<file path="src/rtl/pcm_frame_rx.sv">
module pcm_frame_rx #(
  parameter int WORD_BITS = 8,
  parameter int STALL_W   = 12
) (
  input  logic                 clk,
  input  logic                 rst,
  input  logic                 bclk_i,
  input  logic                 fsync_i,
  input  logic                 din_i,
  input  logic [STALL_W-1:0]   stall_limit,
  output logic [WORD_BITS-1:0] byte_o,
  output logic                 valid_o,
  output logic                 psave_o
);
  localparam int CNT_W = (WORD_BITS > 2) ? $clog2(WORD_BITS) : 1;
  localparam logic [CNT_W-1:0] LAST = CNT_W'(WORD_BITS - 1);

  logic [2:0]           bclk_p, fs_p;
  logic [1:0]           din_p;
  logic [STALL_W-1:0]   stall_cnt;
  logic [CNT_W-1:0]     bit_cnt;
  logic [WORD_BITS-1:0] shreg;
  logic                 armed;

  wire bclk_fall = bclk_p[2] & ~bclk_p[1];
  wire bclk_edge = bclk_p[2] ^ bclk_p[1];
  wire fs_rise   = ~fs_p[2] & fs_p[1];
  wire [WORD_BITS-1:0] next_sh = {shreg[WORD_BITS-2:0], din_p[1]};

  assign psave_o = stall_cnt > stall_limit;

  always_ff @(posedge clk) begin
    if (rst) begin
      bclk_p <= '0;
      fs_p   <= '0;
      din_p  <= '0;
    end else begin
      bclk_p <= {bclk_p[1:0], bclk_i};
      fs_p   <= {fs_p[1:0], fsync_i};
      din_p  <= {din_p[0], din_i};
    end
  end

  always_ff @(posedge clk) begin
    if (rst || bclk_edge) stall_cnt <= '0;
    else if (!(&stall_cnt)) stall_cnt <= stall_cnt + 1'b1;
  end

  always_ff @(posedge clk) begin
    if (rst) begin
      armed   <= 1'b0;
      bit_cnt <= '0;
      shreg   <= '0;
      byte_o  <= '0;
      valid_o <= 1'b0;
    end else begin
      valid_o <= 1'b0;
      if (fs_rise) begin
        armed   <= 1'b1;
        bit_cnt <= '0;
      end else if (psave_o) begin
        armed   <= 1'b0;
      end else if (armed && bclk_fall) begin
        shreg   <= next_sh;
        bit_cnt <= bit_cnt + 1'b1;
        if (bit_cnt == LAST) begin
          byte_o  <= next_sh;
          valid_o <= 1'b1;
          armed   <= 1'b0;
        end
      end
    end
  end
endmodule

</file>
<file path="config.mk">
export PLATFORM = sky130hd
export DESIGN_NAME = pcm_frame_rx
export DESIGN_NICKNAME = d
export VERILOG_FILES = /design/src/rtl/pcm_frame_rx.sv
export SDC_FILE = /design/constraint.sdc
export NUM_CORES = 1
export LEC_CHECK = 0
export ABC_AREA = 1
export CAP_MARGIN = 10
export CELL_PAD_IN_SITES_DETAIL_PLACEMENT = 0
export CELL_PAD_IN_SITES_GLOBAL_PLACEMENT = 1
export CORE_MARGIN = 1
export CORE_UTILIZATION = 42
export CTS_CLUSTER_SIZE = 14
export DETAILED_ROUTE_END_ITERATION = 10
export HOLD_SLACK_MARGIN = 0.1
export PLACE_DENSITY_LB_ADDON = 0.1
export SETUP_SLACK_MARGIN = 0.15
export SLEW_MARGIN = 20
export SYNTH_ARGS = -nofsm -noshare
export SYNTH_HDL_FRONTEND = slang
export SYNTH_SLANG_ARGS = --single-unit
</file>
<file path="constraint.sdc">
create_clock -name clk -period 6.3 [get_ports clk]
set_clock_uncertainty 0.05 [all_clocks]
set_input_delay 1.89 -clock clk [delete_from_list [all_inputs] [get_ports clk]]
set_output_delay 1.89 -clock clk [all_outputs]
set_load 0.05 [all_outputs]
</file>
Yosys cells after proc, flatten, opt, wreduce, memory -nomap -nowiden
Cells that the tools add are included.
{"block": "word_totals", "register_bits": 40, "in_bits": 17, "out_inout_bits": 10, "word_cells": 37}
{"block": "op_classes", "add_sub_neg": 2, "order_cmp": 1, "eq_ne": 1, "n_mux": 5, "bitwise_logic": 8, "reduce_logical": 11}
{"op": "$add 12x1->12 const B", "n": 1}
{"op": "$gt 12x12->1", "n": 1}
{"op": "$reduce_and 12->1", "n": 1}
{"op": "$reduce_bool 3->1", "n": 2}
{"op": "$mux 1", "n": 5}
{"op": "$not 1->1", "n": 5}
{"op": "$reduce_and 2->1", "n": 2}
{"op": "$reduce_and 4->1", "n": 1}
{"op": "$reduce_or 4->1", "n": 1}
{"op": "$add 3x1->3 const B", "n": 1}
{"op": "$eq 3x3->1 const B", "n": 1}
{"op": "$reduce_and 3->1", "n": 1}
{"op": "$and 1x1->1", "n": 2}
{"op": "$reduce_or 2->1", "n": 1}
{"op": "$logic_and 1x1->1", "n": 1}
{"op": "$logic_or 1x1->1", "n": 1}
{"op": "$xor 1x1->1", "n": 1}

Logic depth before layout (Yosys ltp)
{"block": "logic_depth", "word_depth": 6, "ltp_mapped": 14, "depth_no_buf": 14}

Worst setup path before layout
No wires, ideal clock.
{"block": "synth_timing", "path_kind": "input to output", "startpoint": "input stall_limit[11]", "endpoint": "output psave_o", "t_arrival_ns": 3.126, "required_ns": 4.360, "slack_ns": 1.234, "cell_stages": 11, "n_path_buf": 1, "path_cell_list": "inv_1 ha_1 nand2_1 inv_2 nand2_2 nor2_4 nand2_1 nand3_2 nand2_4 buf_6 inv_1"}
{"block": "synth_between", "elab_chain_len": 1}
{"item": "start: declaration", "line": "10", "source": "input logic [STALL_W-1:0] stall_limit,"}
{"item": "$gt 12x12->1", "line": "30", "source": "assign psave_o = stall_cnt > stall_limit;"}
{"item": "end: declaration", "line": "13", "source": "output logic psave_o"}
Every way passes these cells.

Worst setup path after layout
Same ends and word-level chain as after synthesis.

==> impl_metrics.ini <==
[grt]
grt_max_degree = 24
gr-total-overflow = 0
grt_antenna_before_repair = 0
grt_pass1_wl_um = 6975
track_usage = 0.1753
grt_pass1_vias = 1536

[clock_network]
cts_sinks = 40
tritoncts = done
hold_buffers = 0
cts_made_buffers = 5
post_cts_buffers = 0
root_buffer = clkbuf_8
clk_path_buf_depth = 2
clk_pin_slew_ns = 0.08
htree_levels = 2
clkLatencyLatePin_ns = 0.29
ctsResizeCount = 0

[setup_path]
crit_path_end_kind = output port
path_max_fanout = 23
cpPeakStageDelay_ns = 0.45
path_buf_inv = 5
crit_path_cell_trace = clkdlybuf4s50_1 > inv_1 > ha_1 > nand2_1 > inv_2 > nand2_2 > nor2_4 > nand2_1 > nand3_2 > nand2_4 > inv_1 > buf_4
required_ns = 4.36
worst_setup_path_start_kind = primary input
cp_slowest_cell = clkdlybuf4s50_1
path_class = primary input to output port
crit_arrival_ns = 3.56
cp_top_family = buffers and inverters

[placement]
hpwl_um = 3017
gp_congestion = 0.8244
numPortBuffers = 26

[die]
io_pins = 27
die_h_um = 72.56
die_x_um = 72.56
die_area_sq_mm = 0.005264
core_sq_mm = 0.004755
start_util = 0.4397
num_rows = 25

[run_status]
outcome = finished, final reports clean

[timing]
report.final.hold_viol_count = 0
relSlewSlack = 0.5037
worstMarginPinSlew_ns = 0.7421
max_freq_ghz = 0.1817
rsz0062_at_grt = false
slew_viol_final = 0
min_period_over_period = 0.8734
setup_viol = 0
tns_ns = 0
layout_min_cycle_time_ns = 5.503

[routing]
drtAntennaViolNets = 0
wl_met3_um = 148
met1Wirelength_um = 2224
wl_per_cell_um = 10.51
wl_met2_um = 1630
drtIter0Drc = 71
viasPerCell = 4.509
firstDrtPassIters = 4
num_vias = 1745
wl_um = 4069
highest_layer = met4
route.detailed.drc = 0

[synth]
async_flop_share = 0
synthesis.area_sq_mm = 0.002091
synthAdderAreaFrac = 0.09575
avgSynthCellArea_sq_um = 7.185
synth_cell_types = 31
syn-instance-count = 291
synthSimpleGateAreaFrac = 0.3142
muxShareOfSynthArea = 0
synth_common_cells = nand2_1 (65), inv_1 (57), dfxtp_1 (40)
synth_compound_area_frac = 0.06882
synth_xor_area_frac = 0.008378
synth_fp_nets = 324
ys_ff_latch = 40
ys.warnings.count = 0
ys.flop_type = dfxtp_1
synth_edf_count = 0
synth_top_area_frac = 0.3830
synth_area_leaders = dfxtp_1 (38%), nand2_1 (12%), inv_1 (10%)
synth_seq_area_share = 0.3830
synth.largest_area_cell = dfxtp_1
synth_top_family_by_area = simple AND/OR/NAND/NOR gates
yosysMostFrequentCell = nand2_1

[job]
drv_cap = 0

[power_and_ir_drop]
p_int_uw = 364.0
clkPwrFrac = 0.378
power_density_mw_per_mm2 = 191.4
pwr-share-comb = 0.076
p_switching_uw = 113.3
seq_power_share = 0.546
leakagePower_uw = 0.001168
switching_share = 0.2374
peakVddDrop_mv = 0.1165

[finish]
drive_gt1_frac = 0.08750
postLayoutCoreUtil = 0.5245
num-nets-final = 352
area_growth_pct = 19.27
antenna_cells = 0
nFillCells = 486

[worst_hold_path]
hold_class = flop to flop
==> layer usage <==
layer | up-vias | GRT usage
met5 | - | 0
met4 | 0 | 0.07190
met2 | 29 | 0.2523
met3 | 6 | 0.04306
met1 | 741 | 0.2487
li1 | 969 | -
==> worst register-to-register path, cell delays in order (launching register included) <==
cell	delay [ns]
dfxtp_1	0.50
ha_1	0.29
nand2_1	0.06
inv_1	0.05
nand2_1	0.06
nand2_1	0.05
nand2_1	0.07
nand3_2	0.08
nand2_4	0.22
nand2_2	0.22
nand2_1	0.11
a21oi_1	0.06
==> registers in the layout, summed over array words and instances, names as in the netlist <==
register / cells
armed: 1
bclk_p: 3
bit_cnt: 3
byte_o: 8
din_p: 2
fs_p: 3
shreg: 7
stall_cnt: 12
valid_o: 1
==> cell usage in the layout, fill, tap and decap left out <==
cell type        Yosys  layout
nand2_1             65      65
nor2_4               2       2
or2_4                1       1
nand3_4              1       1
nor3_1               3       3
nand3_2              3       3
clkinv_1             2       2
nand2_2              3       3
inv_6                0       1
nand3b_1             1       1
buf_4                0       1
o21ai_0              1       1
o21ai_1              2       2
ha_1                16      16
a31oi_1              3       3
dfxtp_1             40      40
inv_2                4       4
nor2_2               1       1
a21o_1               1       1
nand2_4              1       1
clkbuf_8             0       6
clkdlybuf4s50_1      0      25
nand4_1              9       9
xor2_1               1       1
clkinv_2             0       1
nor2_1              25      25
xnor2_1              1       1
nand4_2              1       1
nand3_1             20      20
a21oi_1             19      19
inv_1               57      57
a211oi_1             1       1
or2_2                2       2
==> cells by family after synthesis <==
| kind of cell | Yosys count |
|---|---|
| DFF | 40 |
| xor gates and xnor gates | 2 |
| buffers and inverters | 68 |
| adders and majority gates | 16 |
| and+or+nand+nor | 138 |
| AOI/OAI and AO/OA | 27 |
==> final timing paths <==
kind	from	cells past startpoint	slack, ns	endpoint
min	fs_p[0]	2	0.35	fs_p[1]
min reg2reg	fs_p[0]	2	0.35	fs_p[1]
max	stall_limit[11]	12	0.80	psave_o
max reg2reg	stall_cnt[2]	11	4.33	byte_o[7]
==> power groups by stage <==
stage               clock, uW  sequential [uW]  combinational, uW
floorplan                   0              266               21.7
global placement            0              267               36.3
detailed placement          0              267               36.5
CTS                       191              261               36.6
global route              198              261               41.9
finish                    180              261               36.1
==> stage by stage <==
stage          total power, uW  cells  worst slack, ns  cell area (sq um)  hold slack, ns
5_1_grt                  500.7    387           0.6325               2494          0.3728
3_3_place_gp             302.9    379           0.7917               2397          0.3404
2_1_floorplan            287.2    291            1.234               2091          0.3383
4_1_cts                  487.9    387           0.7808               2494          0.3565
6_report                 477.3    387           0.7974               2494          0.3537
3_5_place_dp             303.2    379           0.7799               2397          0.3448
==> final cells by class <==
type / count / area (sq um) / share of cell area
multi-input cells: 183 / 1018 / 0.4084
flip-flops and latches: 40 / 800.8 / 0.3211
repair buffers: 26 / 257.7 / 0.1034
inverters: 63 / 236.5 / 0.09483
well taps: 67 / 83.83 / 0.03362
clock buffers: 6 / 82.58 / 0.03312
clock inverters: 2 / 13.76 / 0.005519
(Power assumes the default switching activity.)
